<file path="src/rtl/ripple_alu_pkg.sv">
package ripple_alu_pkg;

    typedef enum logic [1:0] {
        OP_AND  = 2'b00,
        OP_OR   = 2'b01,
        OP_SUM  = 2'b10,
        OP_LESS = 2'b11
    } op_sel_e;

    // Packed so that the msb is the invert-A bit and the low two bits are the select.
    typedef struct packed {
        logic    inv_a;
        logic    neg_b;
        op_sel_e op;
    } alu_ctrl_t;

    typedef struct packed {
        logic c;
        logic v;
        logic n;
        logic z;
    } alu_flags_t;

    localparam int CTRL_BITS = $bits(alu_ctrl_t);

endpackage

</file>
<file path="src/rtl/alu_slice.sv">
module alu_slice
    import ripple_alu_pkg::*;
(
    input  logic      a_bit,
    input  logic      b_bit,
    input  alu_ctrl_t ctrl,
    input  logic      carry_in,
    input  logic      less_in,
    output logic      sum_bit,
    output logic      carry_out,
    output logic      res_bit
);
    logic a_c;
    logic b_c;
    logic half;

    assign a_c       = a_bit ^ ctrl.inv_a;
    assign b_c       = b_bit ^ ctrl.neg_b;
    assign half      = a_c ^ b_c;
    assign sum_bit   = half ^ carry_in;
    assign carry_out = (a_c & b_c) | (carry_in & half);

    always_comb begin
        unique case (ctrl.op)
            OP_AND:  res_bit = a_c & b_c;
            OP_OR:   res_bit = a_c | b_c;
            OP_SUM:  res_bit = sum_bit;
            OP_LESS: res_bit = less_in;
            default: res_bit = 1'b0;
        endcase
    end
endmodule

</file>
<file path="src/rtl/alu_flag_unit.sv">
module alu_flag_unit
    import ripple_alu_pkg::*;
#(
    parameter int WIDTH = 3
) (
    input  logic [WIDTH-1:0] result,
    input  logic             carry_top_in,
    input  logic             carry_top_out,
    output alu_flags_t       flags
);
    always_comb begin
        flags.c = carry_top_out;
        flags.v = carry_top_out ^ carry_top_in;
        flags.n = result[WIDTH-1];
        flags.z = ~|result;
    end
endmodule

</file>
<file path="src/rtl/ripple_alu.sv">
module ripple_alu
    import ripple_alu_pkg::*;
#(
    parameter int WIDTH = 3
) (
    input  logic [WIDTH-1:0] a_i,
    input  logic [WIDTH-1:0] b_i,
    input  logic [3:0]       ctrl_i,
    output logic [WIDTH-1:0] result_o,
    output logic             flag_c_o,
    output logic             flag_v_o,
    output logic             flag_n_o,
    output logic             flag_z_o
);
    localparam int TOP = WIDTH - 1;

    alu_ctrl_t        ctrl;
    logic [WIDTH:0]   carry;
    logic [WIDTH-1:0] sum;
    logic [WIDTH-1:0] less;
    alu_flags_t       flags;

    assign ctrl     = alu_ctrl_t'(ctrl_i);
    assign carry[0] = ctrl.neg_b;

    // Sign of the raw sum goes back into bit 0; every other slice sees 0.
    always_comb begin
        less    = '0;
        less[0] = sum[TOP];
    end

    for (genvar i = 0; i < WIDTH; i++) begin : g_slice
        alu_slice u_slice (
            .a_bit     (a_i[i]),
            .b_bit     (b_i[i]),
            .ctrl      (ctrl),
            .carry_in  (carry[i]),
            .less_in   (less[i]),
            .sum_bit   (sum[i]),
            .carry_out (carry[i+1]),
            .res_bit   (result_o[i])
        );
    end

    alu_flag_unit #(.WIDTH(WIDTH)) u_flags (
        .result        (result_o),
        .carry_top_in  (carry[TOP]),
        .carry_top_out (carry[WIDTH]),
        .flags         (flags)
    );

    assign flag_c_o = flags.c;
    assign flag_v_o = flags.v;
    assign flag_n_o = flags.n;
    assign flag_z_o = flags.z;
endmodule

</file>
<file path="config.mk">
export PLATFORM = sky130hd
export DESIGN_NAME = ripple_alu
export DESIGN_NICKNAME = d
export VERILOG_FILES = /design/src/rtl/ripple_alu_pkg.sv /design/src/rtl/alu_slice.sv /design/src/rtl/alu_flag_unit.sv /design/src/rtl/ripple_alu.sv
export SDC_FILE = /design/constraint.sdc
export NUM_CORES = 1
export LEC_CHECK = 0
export BUFFER_PORTS_ARGS = -buffer_cell sky130_fd_sc_hd__buf_2
export CAP_MARGIN = 20
export CORE_AREA = 2 2 39 41
export DETAILED_ROUTE_END_ITERATION = 8
export DIE_AREA = 0 0 41 43
export MAX_ROUTING_LAYER = met4
export SETUP_SLACK_MARGIN = 0.4
export SLEW_MARGIN = 10
export SYNTH_ARGS = -nofsm -noshare
export SYNTH_HDL_FRONTEND = slang
export SYNTH_SLANG_ARGS = --single-unit
</file>
<file path="constraint.sdc">
create_clock -name vclk -period 3.3
set_input_delay 0.165 -clock vclk [all_inputs]
set_output_delay 0.165 -clock vclk [all_outputs]
set_load 0.02 [all_outputs]
</file>
### Yosys cells after proc, flatten, opt, wreduce, memory -nomap -nowiden

Cells that the tools add are included.

| word-level totals | value |
|---|---|
| register bits | 0 |
| logic and storage cells | 34 |
| bits of input ports | 10 |
| output and inout bits | 7 |

| cells by class | value |
|---|---|
| equal/unequal tests | 3 |
| bitwise operators | 25 |
| reductions and logical operators | 3 |
| muxes and demuxes | 3 |

Operator list:

| operator | count |
|---|---|
| $xor A1 B1 Y1 | 13 |
| $pmux W1 S4 | 3 |
| $and A1 B1 Y1 | 6 |
| $or A1 B1 Y1 | 6 |
| $eq A2 B2 Y1 const B | 2 |
| $reduce_or A3 Y1 | 1 |
| $eq A2 B1 Y1 const B | 1 |
| $logic_not A2 Y1 | 1 |
| $logic_not A1 Y1 | 1 |

### Depth between registers and ports, before layout

Gate-level depths: netlist of run 1.

| logic depth | value |
|---|---|
| word-level depth | 10 |
| gate-level depth with buffers | 9 |
| gate-level depth less buffers | 8 |

### By module

Synthesis of run 1 repeated with hierarchy kept, for this count alone.

| second synthesis, totals | value |
|---|---|
| cells, all modules | 41 |
| area total of the unflattened synthesis | 360.3 um^2 |

By module, submodules not included:

| module | cells each | seq. area each (um^2) | area an instance (um^2) | times used |
|---|---|---|---|---|
| alu_slice | 12 | 0.0 | 107.6 | 3 |
| alu_flag_unit | 4 | 0.0 | 33.8 | 1 |
| ripple_alu | 1 | 0.0 | 3.8 | 1 |

### Worst setup path before layout of run 1

No wires, ideal clock.

| path | value |
|---|---|
| kind | input port to output port |
| from | input port ctrl_i[2] |
| to | output port flag_z_o |
| required time | 3135 ps |
| slack | 890 ps |
| buffers on the path | 1 |
| stages | 9 |
| arrival time | 2245 ps |
| cells stage by stage | buf_6 -> xnor2_1 -> ha_1 -> ha_1 -> nor2_1 -> fa_1 -> inv_1 -> mux4_2 -> nor3_2 |

| on the way | value |
|---|---|
| cells in the longest elaborated chain, start to end | 10 |
| elaborated cells between the ends (all ways) | 24 |
| those cells by class | 3 x mux; 19 x bitwise; 2 x reduce/logical |

Ends and longest elaborated chain:

| what | line | text |
|---|---|---|
| from (decl) | ripple_alu.sv:8 | `input logic [3:0] ctrl_i,` |
| $xor A1 B1 Y1 | alu_slice.sv:18 | `assign b_c = b_bit ^ ctrl.neg_b;` |
| $xor A1 B1 Y1 | alu_slice.sv:19 | `assign half = a_c ^ b_c;` |
| $and A1 B1 Y1 | alu_slice.sv:21 | `assign carry_out = (a_c & b_c) \| (carry_in & half);` |
| $or A1 B1 Y1 | alu_slice.sv:21 |  |
| $and A1 B1 Y1 | alu_slice.sv:21 |  |
| $or A1 B1 Y1 | alu_slice.sv:21 |  |
| $xor A1 B1 Y1 | alu_slice.sv:20 | `assign sum_bit = half ^ carry_in;` |
| $pmux W1 S4 (*) | alu_slice.sv:24 | `unique case (ctrl.op)` |
| net g_slice[0].u_slice.res_bit | alu_slice.sv:11 | `output logic res_bit` |
| $reduce_or A3 Y1 (*) | alu_flag_unit.sv:15 | `flags.z = ~\|result;` |
| $logic_not A1 Y1 (*) | alu_flag_unit.sv:15 |  |
| to (decl) | ripple_alu.sv:13 | `output logic flag_z_o` |

The timed path passes the listed nets; every way through them passes the cells marked *.

### Final worst setup path of run 1

| path | value |
|---|---|
| from | input port ctrl_i[3] |
| to | output port flag_z_o |

| on the way | value |
|---|---|
| cells in the longest elaborated chain, start to end | 10 |
| elaborated cells between the ends (all ways) | 24 |
| those cells by class | 3 x mux; 19 x bitwise; 2 x reduce/logical |

Ends and longest elaborated chain:

| what | line | text |
|---|---|---|
| $xor A1 B1 Y1 | alu_slice.sv:17 | `assign a_c = a_bit ^ ctrl.inv_a;` |
| $xor A1 B1 Y1 | alu_slice.sv:19 |  |
| $and A1 B1 Y1 | alu_slice.sv:21 |  |
| $or A1 B1 Y1 | alu_slice.sv:21 |  |
| $and A1 B1 Y1 | alu_slice.sv:21 |  |
| $or A1 B1 Y1 | alu_slice.sv:21 |  |
| $xor A1 B1 Y1 | alu_slice.sv:20 |  |
| $pmux W1 S4 | alu_slice.sv:24 |  |
| $reduce_or A3 Y1 (*) | alu_flag_unit.sv:15 |  |
| $logic_not A1 Y1 (*) | alu_flag_unit.sv:15 |  |

Mark *: on every way between the ends. The rest lies on a longest branch, timed or not.

==> run_results.csv, run 1 <==
group,metric,value,unit
critical_path,worst_ep_required_time,3.13,ns
timing,period_needed,2.52,ns
clock_tree,hold_buffers,0,
grt,grt_max_degree,7,
critical_path,worstSetupEndpointType,"primary output",
cells_and_area,fin_cells,69,
route,dr_wl_met3,29,um
route,highest_layer,"met3",
min_path,hold_path_depth,3,
power,p_sw,67.1,uW
cells_and_area,final_common_cell,"buf_2",
route,wl_met2,291,um
synth,synth_compound_gate_area_share,13.6,%
power,p_leak,0.000219,uW
synth,synth_simple_gate_area_share,10.6,%
cells_and_area,fin_util,29.1,%
power,power.density,284,nW/um2
synth,synth_top_family_by_area,"adder cells",
timing,hold_viol,0,
critical_path,critPathLaunchType,"input pin",
timing,tns,0,ns
synth,ys_seq_area_share,0,%
run,maxCapViolations,0,
floorplan,io_pins,17,
critical_path,critPathMaxFanout,3,
critical_path,cp_slowest_cell,"fa_1",
route,drt_wl_total,555,um
min_path,hp-class,"input pin to primary output",
timing,setup_slack,0.781,ns
route,vias_per_cell,4.17,
grt,antenna_found_initial,0,
critical_path,crit_start,"ctrl_i[3]",
floorplan,die-area,1760,um2
timing,finalSetupViolCount,0,
power,p_int,47.4,uW
route,wl_per_cell,8.04,um
floorplan,rows,14,
floorplan,start_util,24.0,%
grt,grt_pass1_vias,261,
floorplan,core,1380,um2
cells_and_area,drive_gt1_share,37.7,%
place,io_buffers,17,
cells_and_area,areaGrowthSynthToFinish,21.5,%
critical_path,cp_data_arrival_time,2.35,ns
cells_and_area,diodes,0,
power,clkPwrFrac,0,%
timing,fmax,397,MHz
synth,synthXorXnorAreaFrac,21.1,%
synth,synthAdderAreaFrac,28.7,%
cells_and_area,nClkBuffers,0,
min_path,hold_end,"result_o[1]",
cells_and_area,fin_nets,72,
timing,period_share,76.3,%
place,place.gp.congestion,0.691,
power,ir_worst_vdd,0.0693,mV
route,met1_length,234,um
critical_path,max_stage_delay,0.50,ns
power,power,115,uW
timing,relSlewSlack,76.3,%
synth,syn-instance-count,40,
place,dp.cells,69,
floorplan,die_y,43,um
cells_and_area,flops_and_latches,0,
route,drcViolationCount,0,
synth,avgSynthCellArea,8.29,um2
synth,syn-num-nets,57,
critical_path,worstSetupPathType,"input pin to primary output",
timing,maxSlewViolCount,0,
critical_path,critPathTopFamily,"adder cells",
synth,yosysWarnings,0,
clock_tree,cts_setup_buffers,0,
critical_path,path_cells,"buf_2, xnor2_1, ha_1, ha_1, nor2_1, fa_1, inv_1, mux4_2, nor3_2, buf_2",
synth,synth_area,332,um2
grt,gr-usage-all-layers,6.89,%
run_status,outcome,"finished clean",
synth,synthMuxAreaShare,6.79,%
place,place_ws,0.752,ns
route,dr.pass1.iters,2,
power,p_comb_share,100.0,%
min_path,worstHoldStart,"ctrl_i[0]",
route,vias,288,
cells_and_area,seqCellArea,0,um2
place,hpwl,533,um
route,final_antenna_net_count,0,
timing,worst_pin_slew,0.351,ns
power,pwr-share-seq,0,%
floorplan,chipWidth,41,um
route,drtIter0Drc,3,
power,sw_frac_of_total,58.6,%
clock_tree,cts_resized,0,
grt,overflow,0,
cells_and_area,final_cell_mix,"17 x buf_2, 8 x inv_1, 6 x ha_1, 4 x xor2_1, 4 x xnor2_1",
grt,grt_pass1_wl,897,um
critical_path,cp_num_buf_inv,3,
timing,rsz0062_at_grt,"false",
synth,synth_cell_types,17,
power groups by stage:
stage	sequential, uW	combinational (uW)	clock (uW)
3_3_place_gp	0	115	0
4_1_cts	0	117	0
2_1_floorplan	0	93.2	0
3_5_place_dp	0	117	0
5_1_grt	0	129	0
6_report	0	115	0
metal layers:
| metal | global-route usage, % | up-vias |
|---|---|---|
| li1 | - | 151 |
| met1 | 8.01 | 128 |
| met2 | 13.1 | 9 |
| met3 | 0 | 0 |
| met4 | 0 | 0 |
| met5 | - | - |
Yosys cell counts:
| cell | n | area share [%] |
|---|---|---|
| a31oi_1 | 1 | 1.9 |
| a21oi_1 | 1 | 1.5 |
| nor3b_1 | 1 | 2.3 |
| o21a_1 | 1 | 2.3 |
| o21ai_0 | 2 | 3.0 |
| xor2_1 | 4 | 11 |
| mux4_2 | 1 | 6.8 |
| nor2_1 | 3 | 3.4 |
| nand2b_1 | 1 | 1.9 |
| nor3_2 | 1 | 3.0 |
| inv_1 | 8 | 9.1 |
| xnor2_1 | 4 | 11 |
| o41ai_2 | 1 | 4.9 |
| fa_1 | 1 | 6.0 |
| buf_6 | 1 | 3.4 |
| buf_4 | 3 | 6.8 |
| ha_1 | 6 | 23 |
worst max path at each step:
stage	to	slack [ns]	cells past startpoint
final	flag_z_o	0.78	10
after global routing	flag_z_o	0.58	10
after CTS	flag_z_o	0.75	10
after detailed placement	flag_z_o	0.75	10
after global placement	flag_z_o	0.78	10
after floorplan	flag_z_o	0.89	9
layout make-up:
type / instances / area (um2)
fill: 157 / 981
inverter: 8 / 30.0
multi-input combinational: 28 / 268
tap: 16 / 20.0
timing repair buffer: 17 / 85.1
through the flow:
step | hold WS (ns) | area, um2
after floorplan | 0.528 | 332
after global placement | 0.704 | 403
after detailed placement | 0.712 | 403
after CTS | 0.712 | 403
after global routing | 0.737 | 403
final | 0.705 | 403
kinds of logic (layout without fill, tap and decap cells):
| group | Yosys count | count (layout) |
|---|---|---|
| buffers and inverters | 12 | 25 |
| xor gates and xnor gates | 8 | 8 |
| adders and majority gates | 7 | 7 |
| AOI/OAI and AO/OA | 6 | 6 |
| and+or+nand+nor | 6 | 6 |
| muxes | 1 | 1 |
No activity file was read; power rests on OpenSTA's default activity.
==> run 2: changes to the inputs <==
--- a/config.mk
+++ b/config.mk
@@ -5,6 +5,7 @@
 export SDC_FILE = /design/constraint.sdc
 export NUM_CORES = 1
 export LEC_CHECK = 0
+export ABC_AREA = 1
 export BUFFER_PORTS_ARGS = -buffer_cell sky130_fd_sc_hd__buf_2
 export CAP_MARGIN = 20
 export CORE_AREA = 2 2 39 41
==> constraint.sdc (replaced) <==
create_clock -name vclk -period 2.3
set_input_delay 0.115 -clock vclk [all_inputs]
set_output_delay 0.115 -clock vclk [all_outputs]
set_load 0.02 [all_outputs]
==> run 2 against run 1 <==
  * Total power increased by 110%
  * Combinational power is 110% higher
  * First-iteration DRC count is 67% higher
  * Global-route usage is 4.4 points higher
  * Critical path type unchanged
  * Worst hold slack improved by 0.051 ns
  * Non-clock buffer count is 10 higher
  * Sequential share of layout area is the same
  * Wire length increased by 57%
  * Design area grew 64%
  * Flip-flop and latch count did not move
  * Synthesized cell count increased by 65%
  * Core utilization up 19 points
==> run_results.csv, run 2 <==
group,metric,value,unit
route,drcViolationCount,0,
timing,rsz0062_at_grt,"true",
floorplan,die-area,1760,um2
grt,grt_pass1_vias,391,
cells_and_area,flops_and_latches,0,
synth,syn-instance-count,66,
synth,yosys-top-cells-area,"ha_1 19%, inv_1 16%, nand2_1 13%",
timing,setup_slack,0.159,ns
cells_and_area,seqCellArea,0,um2
power,ir_worst_vdd,0.106,mV
timing,fmax,467,MHz
floorplan,rows,14,
critical_path,worstSetupPathType,"input pin to primary output",
cells_and_area,final_common_cell,"buf_4",
floorplan,die_y,43,um
route,wl_per_cell,8.30,um
timing,period_needed,2.14,ns
route,highest_layer,"met3",
timing,worst_pin_slew,0.338,ns
route,drt_wl_total,871,um
place,place.gp.congestion,0.678,
cells_and_area,fin_nets,108,
route,dr.pass1.iters,2,
power,power.density,363,nW/um2
route,vias_per_cell,4.22,
synth,synth_most_common_cell,"inv_1",
cells_and_area,drive_gt1_share,59.6,%
route,met1_length,331,um
synth,avgSynthCellArea,5.91,um2
synth,yosys.area.top_type,"ha_1",
floorplan,io_pins,17,
synth,synth_area,390,um2
timing,relSlewSlack,77.3,%
route,wl_met2,483,um
grt,grt_pass1_wl,1.43,mm
synth,ys_seq_area_share,0,%
cells_and_area,fin_util,47.7,%
synth,synth_cell_types,17,
grt,overflow,0,
critical_path,critPathMaxFanout,4,
place,io_buffers,17,
synth,yosysWarnings,0,
floorplan,start_util,28.2,%
route,final_antenna_net_count,0,
run,maxCapViolations,0,
place,hpwl,615,um
critical_path,worst_ep_required_time,2.18,ns
timing,hold_slack,0.756,ns
floorplan,core,1380,um2
grt,antenna_found_initial,0,
critical_path,critPathLaunchType,"input pin",
floorplan,chipWidth,41,um
cells_and_area,nClkBuffers,0,
grt,gr-usage-all-layers,11.3,%
route,vias,443,
place,place_ws,0.00592,ns
synth,synth_top_area_share,19.2,%
timing,period_share,93.1,%
min_path,hp-class,"input pin to primary output",
timing,hold_viol,0,
clock_tree,hold_buffers,0,
synth,syn-num-nets,83,
cells_and_area,diodes,0,
cells_and_area,final_cell_mix,"11 x buf_4, 10 x inv_2, 9 x buf_2, 8 x nand2_1",
synth,synth.top_cells.by_count,"17 x inv_1, 13 x nand2_1, 6 x ha_1, 6 x nand3_1",
place,post_dp_cell_area,472,um2
timing,maxSlewViolCount,0,
grt,grt_max_degree,7,
cells_and_area,stdcell_area,661,um2
power,p_leak,0.000372,uW
critical_path,cp_data_arrival_time,2.03,ns
timing,finalSetupViolCount,0,
timing,tns,0,ns
route,drtIter0Drc,5,
cells_and_area,areaGrowthSynthToFinish,69.2,%
critical_path,worstSetupEndpointType,"primary output",
route,dr_wl_met3,56,um
cells_and_area,multi_input_area,347,um2
cells_and_area,fillCellCount,138,
run_status,outcome,"finished clean",
==> run 2: per-layer routing <==
| layer | vias up | GRT usage, % |
|---|---|---|
| li1 | 237 | - |
| met1 | 195 | 13.1 |
| met2 | 11 | 21.6 |
| met3 | 0 | 0 |
| met4 | 0 | 0 |
| met5 | - | - |
==> run 2: metrics by stage <==
stage | cells | total power (uW)
final | 105 | 240
after global routing | 105 | 264
after CTS | 104 | 221
after detailed placement | 95 | 166
after global placement | 95 | 164
after floorplan | 66 | 132
==> run 2: worst max-delay path, cell delays in order <==
cell and delay (ns):
buf_12 0.11, clkinv_4 0.04, nand2_2 0.04, nand2_2 0.08
inv_2 0.05, ha_4 0.26, ha_4 0.11, inv_2 0.03
nand2_2 0.07, inv_2 0.04, fa_1 0.54, inv_2 0.05
nand3_2 0.05, nand2_2 0.06, nor2_4 0.08, nand3_2 0.09
nor2_4 0.09, buf_6 0.12
==> run 2: layout make-up <==
class	instances	share of cell area, %
well taps	16	3.03
repair buffers	27	32.6
inverters	19	11.9
multi-input cells	43	52.5
==> run 2: power breakdown <==
part	switching, uW	internal (uW)	leakage, uW	total, uW
registers	0	0	0	0
logic	126	114	0.000372	240
clock network	0	0	0	0
total	126	114	0.000372	240
==> run 2: final timing paths <==
kind,startpoint,end,slack [ns],depth (start not counted)
setup / recovery,ctrl_i[2],flag_z_o,0.16,18
hold / removal,ctrl_i[0],flag_z_o,0.76,5
==> run 2: cell families after synthesis <==
group / count (synthesis) / synth area share (%)
xor+xnor: 5 / 11.2
compound gates: 1 / 1.28
simple gates: 30 / 36.2
fa+ha+maj: 7 / 24.4
buf+inv: 23 / 26.9
==> run 2: repair_timing <==
item                       in CTS  in global routing
setup buffers                   9                  1
setup endpoints to repair       5                  5
cloned                          0                  0
gates resized for setup        30                  8
pin swaps                       9                  7
